`src/rtl/msl_pkg.sv`:
```
// Package msl_pkg
// Purpose : clock multiplier codes and the strap decode shared by the sampler.
// Assumes : clock-select straps are active low; a low on bit 1 wins over bit 0.
package msl_pkg;

    typedef enum logic [1:0] {
        CKM_X1 = 2'b00,
        CKM_X2 = 2'b01,
        CKM_X4 = 2'b10
    } ckmode_e;

    // Map the active-low clock-select straps to a multiplier code.
    function automatic ckmode_e decode_ck(input logic [1:0] sel_n);
        ckmode_e m;
        if (!sel_n[1])      m = CKM_X1;
        else if (!sel_n[0]) m = CKM_X2;
        else                m = CKM_X4;
        return m;
    endfunction

endpackage

```
`src/rtl/msl_sync.sv`:
```
// Module msl_sync
// Purpose : multi-stage synchronizer for a bundle of strap inputs.
// Assumes : STAGES >= 1. The stages are not reset, because they must keep
//           sampling the pins while reset is held.
module msl_sync #(
    parameter int WIDTH  = 4,
    parameter int STAGES = 2
) (
    input  logic             clk,
    input  logic [WIDTH-1:0] d,
    output logic [WIDTH-1:0] q
);

    logic [WIDTH-1:0] stage [STAGES];

    // First stage samples the pins directly.
    always_ff @(posedge clk) begin
        stage[0] <= d;
    end

    genvar gi;
    generate
        for (gi = 1; gi < STAGES; gi++) begin : g_stage
            // Each later stage re-samples the stage before it.
            always_ff @(posedge clk) begin
                stage[gi] <= stage[gi-1];
            end
        end
    endgenerate

    assign q = stage[STAGES-1];

endmodule

```
`src/rtl/msl_window.sv`:
```
// Module msl_window
// Purpose : finds the reset release edge and times the capture of the
//           clock-select straps inside a window of clocks after release.
// Assumes : rst_n is synchronous to clk; WINDOW >= 1.
module msl_window #(
    parameter int WINDOW = 3
) (
    input  logic clk,
    input  logic rst_n,
    output logic release_o,
    output logic capture_o
);

    localparam int LAST = WINDOW - 1;
    localparam int CW   = (WINDOW > 1) ? $clog2(WINDOW) : 1;

    logic          rst_q;
    logic [CW-1:0] cnt;
    logic          done;

    // Hold last cycle's reset level so the release edge can be seen.
    always_ff @(posedge clk) begin
        rst_q <= rst_n;
    end

    assign release_o = rst_n & ~rst_q;

    // Count edges from release; stop once the capture edge has passed.
    always_ff @(posedge clk) begin
        if (!rst_n) begin
            cnt  <= '0;
            done <= 1'b0;
        end else if (!done) begin
            if (cnt == CW'(LAST)) done <= 1'b1;
            else                  cnt  <= cnt + 1'b1;
        end
    end

    assign capture_o = rst_n & ~done & (cnt == CW'(LAST));

    // a capture closes the window on the next edge.
    assert_capture_once_R6: assert property (@(posedge clk) disable iff (!rst_n)
        capture_o |=> !capture_o);

    // the counter never runs past the last edge of the window.
    assert_cnt_bound_R6: assert property (@(posedge clk) disable iff (!rst_n)
        cnt <= CW'(LAST));

endmodule

```
`src/rtl/strap_mode_latch.sv`:
```
// Module strap_mode_latch
// Purpose : latches the test-mode and clock-select straps around reset
//           release and holds the resulting modes until the next reset.
// Assumes : rst_n is synchronous to clk; straps are active low, pulled up
//           during reset; clock-select straps are stable at release.
module strap_mode_latch #(
    parameter int SYNC_STAGES    = 2,
    parameter int CAPTURE_WINDOW = 3
) (
    input  logic       clk,
    input  logic       rst_n,
    input  logic [1:0] test_strap_n,
    input  logic [1:0] ck_strap_n,
    output logic       test_hiz,
    output logic [1:0] clk_mode,
    output logic       strap_pull_en
);
    import msl_pkg::*;

    localparam int NSTRAP = 4;

    logic [NSTRAP-1:0] strap_s;
    logic              release_w;
    logic              capture_w;
    logic              hiz_q;
    ckmode_e           mode_q;

    msl_sync #(.WIDTH(NSTRAP), .STAGES(SYNC_STAGES)) u_sync (
        .clk (clk),
        .d   ({ck_strap_n, test_strap_n}),
        .q   (strap_s)
    );

    msl_window #(.WINDOW(CAPTURE_WINDOW)) u_win (
        .clk       (clk),
        .rst_n     (rst_n),
        .release_o (release_w),
        .capture_o (capture_w)
    );

    // Mode registers: defaults in reset, single capture after release.
    always_ff @(posedge clk) begin
        if (!rst_n) begin
            hiz_q  <= 1'b0;
            mode_q <= CKM_X4;
        end else begin
            if (release_w) hiz_q  <= ~|strap_s[1:0];
            if (capture_w) mode_q <= decode_ck(strap_s[3:2]);
        end
    end

    assign test_hiz      = hiz_q;
    assign clk_mode      = mode_q;
    assign strap_pull_en = ~rst_n;

    // reset forces normal mode and the x4 default.
    assert_reset_defaults_R1: assert property (@(posedge clk)
        !rst_n |=> (!test_hiz && clk_mode == 2'b10));

    // test mode only moves on the release edge.
    assert_hiz_hold_R4: assert property (@(posedge clk) disable iff (!rst_n)
        !release_w |=> $stable(test_hiz));

    // the clock code only moves on the capture edge.
    assert_mode_hold_R9: assert property (@(posedge clk) disable iff (!rst_n)
        !capture_w |=> $stable(clk_mode));

    // the unused code never appears.
    assert_mode_legal_R9: assert property (@(posedge clk) disable iff (!rst_n)
        clk_mode != 2'b11);

endmodule

```
`config.mk`:
```
export PLATFORM = sky130hd
export DESIGN_NAME = strap_mode_latch
export DESIGN_NICKNAME = d
export VERILOG_FILES = /design/src/rtl/msl_pkg.sv /design/src/rtl/msl_sync.sv /design/src/rtl/msl_window.sv /design/src/rtl/strap_mode_latch.sv
export SDC_FILE = /design/constraint.sdc
export NUM_CORES = 1
export LEC_CHECK = 0
export ABC_CLOCK_PERIOD_IN_PS = 1220
export BUFFER_PORTS_ARGS = -buffer_cell sky130_fd_sc_hd__buf_2
export CORE_AREA = 2 2 39 41
export CTS_BUF_LIST = sky130_fd_sc_hd__clkbuf_4
export DETAILED_ROUTE_END_ITERATION = 10
export DIE_AREA = 0 0 41 43
export GPL_TIMING_DRIVEN = 0
export HOLD_SLACK_MARGIN = 0.05
export PLACE_DENSITY = 0.5
export SLEW_MARGIN = 20
export SYNTH_ARGS = -nofsm -noshare
export SYNTH_HDL_FRONTEND = slang
export SYNTH_SLANG_ARGS = --single-unit
```
`constraint.sdc`:
```
create_clock -name clk -period 1.22 [get_ports clk]
set_input_delay 0.061 -clock clk [delete_from_list [all_inputs] [get_ports clk]]
set_output_delay 0.061 -clock clk [all_outputs]
set_load 0.01 [all_outputs]
```
* After elaboration in Yosys (flattened, before gate mapping)
Memories as Yosys holds them, arrays and structs flattened.
Cells that the tools add are included.
W data, S select, Z words.
** Cells by class
- Add/sub/neg operators :: 1
- Equal/unequal tests :: 1
- Multiplexer cells :: 4
- Bitwise logic cells :: 7
- Reduce and logical (&&, ||, !) cells :: 3
** Operators by type and width (count)
- $mux W2 :: 2
- $not A1 Y1 :: 4
- $and A1 B1 Y1 :: 3
- $add A2 B1 Y2 const B :: 1
- $eq A2 B2 Y1 const B :: 1
- $mux W1 :: 2
- $reduce_and A2 Y1 :: 1
- $reduce_or A2 Y1 :: 1
- $logic_not A1 Y1 :: 1
** Storage, ports and cells
- Register bits after elaboration :: 7
- RAM bits :: 8
- Input bits :: 6
- Output and inout bits :: 4
- Word-level logic and storage cells :: 22
- Memories kept :: 1
** Memory list
- u_sync.stage :: words 2, width 4, read ports 2, clocked after Yosys merged registers in 0, write ports 2, line msl_sync.sv:14 : logic [WIDTH-1:0] stage [STAGES];

* Longest topological paths before layout
- Depth in word-level cells :: 3
- Gate-level depth with buffers :: 5
- Gate-level depth less buffers :: 5

* Hierarchy
Synthesis repeated with hierarchy kept, for this count alone.
** Unflattened totals
- Cell total of the unflattened synthesis :: 41
- Area, all modules :: 467.9 um^2
** By module, submodules not included
- msl_sync :: times used 1, cells an instance 12, area each 190.2 um^2, sequential area each 160.2 um^2
- msl_window :: times used 1, cells an instance 16, area each 155.1 um^2, sequential area each 80.1 um^2
- strap_mode_latch :: times used 1, cells an instance 13, area each 122.6 um^2, sequential area each 60.1 um^2

* Worst setup path before layout
OpenSTA, ideal clock, no wires.
- Kind :: flip-flop to flip-flop
- From :: register u_win.cnt[0]
- To :: register mode_q[0], in the netlist clk_mode[0]
- Setup time :: 70 ps
- Arrival :: 1086 ps
- Required time :: 1150 ps
- Slack :: 64 ps
- Cell stages (with the launch flop) :: 6
- Buffers on the path :: 0
- Clock period less this slack :: 1156 ps
- Cell sequence :: dfxtp_1 -> inv_1 -> ha_1 -> nand2b_4 -> or3b_1 -> a21oi_1
** On the way
- Cells in the longest elaborated chain, start to end :: 2
** RTL lines
- start: declaration :: line msl_window.sv:18 : logic [CW-1:0] cnt;
- start signal: assignment :: line msl_window.sv:35 : else cnt <= cnt + 1'b1;
- $eq A2 B2 Y1 :: line msl_window.sv:39 : assign capture_o = rst_n & ~done & (cnt == CW'(LAST));
- $and A1 B1 Y1 :: line msl_window.sv:39
- end signal: assignment :: line strap_mode_latch.sv:48 : if (capture_w) mode_q <= decode_ck(strap_s[3:2]);
- end: declaration :: line strap_mode_latch.sv:26 : ckmode_e mode_q;
No other way between the ends.
A chain may end at the register's enable or synchronous reset.

* Worst setup path after layout
- From :: register u_win.cnt[1]
- To :: register mode_q[0], in the netlist clk_mode[0]
Same word-level chain as after synthesis.

==> load_flow_metrics.sql <==
INSERT INTO impl_metrics (metric_group, metric, value, unit) VALUES
('sta', 'worst_pin_slew', '0.203', 'ns'),
('sta', 'max_slew_margin', '86.4', '%'),
('routing', 'drt-initial-drc-count', '1', ''),
('sta', 'timing_hold_violations_final', '0', ''),
('die', 'start_util', '29.7', '%'),
('global_route', 'met1_usage', '9.03', '%'),
('synth', 'synth_async_sr_flop_share', '0', '%'),
('synth', 'syn_avg_cell_area', '12.1', 'um^2'),
('layout', 'antennaDiodeCount', '0', ''),
('synth', 'yosys_warnings', '0', ''),
('layout', 'layout.core_utilization', '41.8', '%'),
('worst_setup_path', 'crit_fanout', '4', ''),
('global_route', 'number_of_global_route_vias_before_repair', '301', ''),
('synth', 'synthesis.instances', '34', ''),
('clock_tree', 'tritoncts_num_sinks', '15', ''),
('worst_setup_path', 'cp.required', '1.43', 'ns'),
('die', 'coreArea', '1380', 'um^2'),
('global_route', 'groute.layer.met3.usage', '9.42', '%'),
('global_route', 'grt_busiest_layer', 'met2', ''),
('placed_design', 'dpl_cell_area', '477', 'um^2'),
('layout', 'final_layout_size_suffix_gt1_share', '35.8', '%'),
('routing', 'ant_nets', '0', ''),
('die', 'die_h', '43', 'um'),
('clock_tree', 'tritoncts_clock_tree', 'built', ''),
('worst_setup_path', 'critical_path.endpoint_type', 'flop', ''),
('routing', 'routed-via-count', '288', ''),
('sta', 'setup_total_negative_slack', '0', 'ns'),
('die', 'top_level_ports', '10', ''),
('routing', 'detail_route.wirelength', '678', 'um'),
('sta', 'final_max_slew_viol_count', '0', ''),
('power', 'leakage', '0.000255', 'uW'),
('synth', 'ys.flop_type', 'sky130_fd_sc_hd__dfxtp_1', ''),
('sta', 'finalCritPeriodShare', '96.4', '%'),
('synth', 'ys_ff_latch', '15', ''),
('layout', 'final_nets', '61', ''),
('synth', 'synth_seq_area_share', '72.9', '%'),
('worst_setup_path', 'crit_path_start_kind', 'flop', ''),
('global_route', 'grt_antenna_before_repair', '0', ''),
('worst_setup_path', 'worst-endpoint-arrival', '1.39', 'ns'),
('global_route', 'grt_remaining_overflow', '0', ''),
('power', 'worst_ir_drop_vdd', '0.00102', 'V'),
('power', 'powerDensity', '1990', 'nW/um^2'),
('clock_tree', 'cts_buf_count', '3', ''),
('routing', 'detail_route.drc_violations', '0', ''),
('routing', 'routedWlPerCell', '9.83', 'um'),
('routing', 'drtPass1Iterations', '3', ''),
('die', 'design.die.area', '1760', 'um^2'),
('clock_tree', 'clock_latency', '0.28', 'ns'),
('global_route', 'gr-usage-all-layers', '10.3', '%'),
('die', 'std_cell_rows', '14', ''),
('worst_setup_path', 'worst_path_max_delay_cell', 'sky130_fd_sc_hd__dfxtp_1', ''),
('synth', 'leading_area_contributor_after_synthesis', 'sky130_fd_sc_hd__dfxtp_1', ''),
('run_status', 'run_status', 'finished clean', ''),
('sta', 'final-setup-viol-count', '0', ''),
('worst_setup_path', 'cells_along_the_critical_path', 'ha_4, nand2b_4, or3b_1, a21oi_1', ''),
('layout', 'design_area', '578', 'um^2'),
('synth', 'cell_area_after_synthesis', '412', 'um^2'),
('synth', 'synth_top_area_share', '72.9', '%'),
('sta', 'final_period_minus_worst_setup_slack', '1.18', 'ns'),
('sta', 'finalClockSkew', '0.00301', 'ns'),
('worst_setup_path', 'critPathKind', 'flop to flop', ''),
('worst_setup_path', 'worst-path-buf-inv', '0', ''),
('routing', 'vias_per_cell', '4.17', ''),
('synth', 'netlist_top_cells_count', '15 x sky130_fd_sc_hd__dfxtp_1, 5 x sky130_fd_sc_hd__nor2_1, 3 x sky130_fd_sc_hd__nand2_1, 2 x sky130_fd_sc_hd__a21oi_1, 2 x sky130_fd_sc_hd__inv_1', ''),
('synth', 'post_synth_num_cell_types', '12', ''),
('layout', 'layout-area-overhead-vs-synth', '40.4', '%'),
('placed_design', 'place.port_buffers', '9', ''),
('clock_tree', 'clock_tree.root_cell', 'sky130_fd_sc_hd__clkbuf_4', ''),
('worst_setup_path', 'critPathTopFamily', 'simple AND/OR/NAND/NOR gates', ''),
('sta', 'max_freq', '850', 'MHz'),
('clock_tree', 'htreeDepth', '1', '');
path summary, 6_finish.rpt:
check	depth (start not counted)	startpoint	end	slack [ns]
worst max register to register	4	u_win.cnt[1]	clk_mode[0]	0.04
worst min-delay path	0	u_sync.stage[0][2]	u_sync.stage[0][6]	0.33
worst max-delay path	4	u_win.cnt[1]	clk_mode[0]	0.04
worst min register to register	0	u_sync.stage[0][2]	u_sync.stage[0][6]	0.33
cell usage in the layout (no fill, tap or decap):
cell type,instances
sky130_fd_sc_hd__a211oi_1,1
sky130_fd_sc_hd__a21oi_1,2
sky130_fd_sc_hd__buf_2,9
sky130_fd_sc_hd__buf_4,1
sky130_fd_sc_hd__clkbuf_4,3
sky130_fd_sc_hd__clkinv_2,1
sky130_fd_sc_hd__dfxtp_1,14
sky130_fd_sc_hd__dfxtp_2,1
sky130_fd_sc_hd__dlygate4sd3_1,5
sky130_fd_sc_hd__ha_4,1
sky130_fd_sc_hd__inv_1,1
sky130_fd_sc_hd__inv_2,1
sky130_fd_sc_hd__nand2_1,3
sky130_fd_sc_hd__nand2b_4,1
sky130_fd_sc_hd__nor2_1,4
sky130_fd_sc_hd__nor2_2,1
sky130_fd_sc_hd__nor3_1,1
sky130_fd_sc_hd__o211ai_1,1
sky130_fd_sc_hd__or3b_1,1
sky130_fd_sc_hd__xnor2_1,1
sequential cells by signal (all words and copies together) (netlist names):
signal / flops
u_sync.stage: 8
clk_mode: 2
u_win.cnt: 2
test_hiz: 1
u_win.done: 1
u_win.rst_q: 1
per-stage QoR:
step | cells | total power (uW) | setup slack [ns]
3_3_place_gp | 59 | 797 | -0.0105
5_1_grt | 69 | 1240 | -0.000464
4_1_cts | 69 | 1130 | 0.00233
3_5_place_dp | 59 | 805 | -0.0481
2_1_floorplan | 34 | 753 | 0.0636
6_report | 69 | 1150 | 0.0439
layer usage:
layer | part of all wire, % | vias up
met3 | 7.1 | 2
met2 | 51 | 8
li1 | - | 150
met4 | 1.8 | 0
met5 | 0 | -
met1 | 40 | 128
repair_timing:
action	in CTS	in global routing
gates cloned	0	0
pin swaps	1	0
setup endpoints to repair	3	1
gates resized for setup	3	2
setup buffers	1	0
hold buffers	5	0
hold endpoints to repair	6	0
cell type report:
type                    count  area [um^2]
multi-input cells          17          119
flip-flops and latches     15          302
repair buffers             15          103
fillers                   140          806
inverters                   2         7.51
well taps                  16         20.0
clock buffers               3         22.5
clock inverters             1         5.00
where the power goes:
group          internal [uW]  leakage [uW]  total (uW)  switching (uW)
Clock                    122     0.0000177         269             147
Sequential               561      0.000126         601            40.5
Combinational            154      0.000111         282             127
cell families (layout without fill, tap and decap cells):
| kind of cell | Yosys count | after routing | synth area share (%) |
|---|---|---|---|
| compound gates | 4 | 4 | 6.08 |
| xor+xnor | 1 | 1 | 2.13 |
| fa+ha+maj | 1 | 1 | 3.04 |
| buf+inv | 2 | 21 | 1.82 |
| flops | 15 | 15 | 72.9 |
| simple gates | 11 | 11 | 14.0 |
Note: power is estimated with default switching activity, not from simulation.
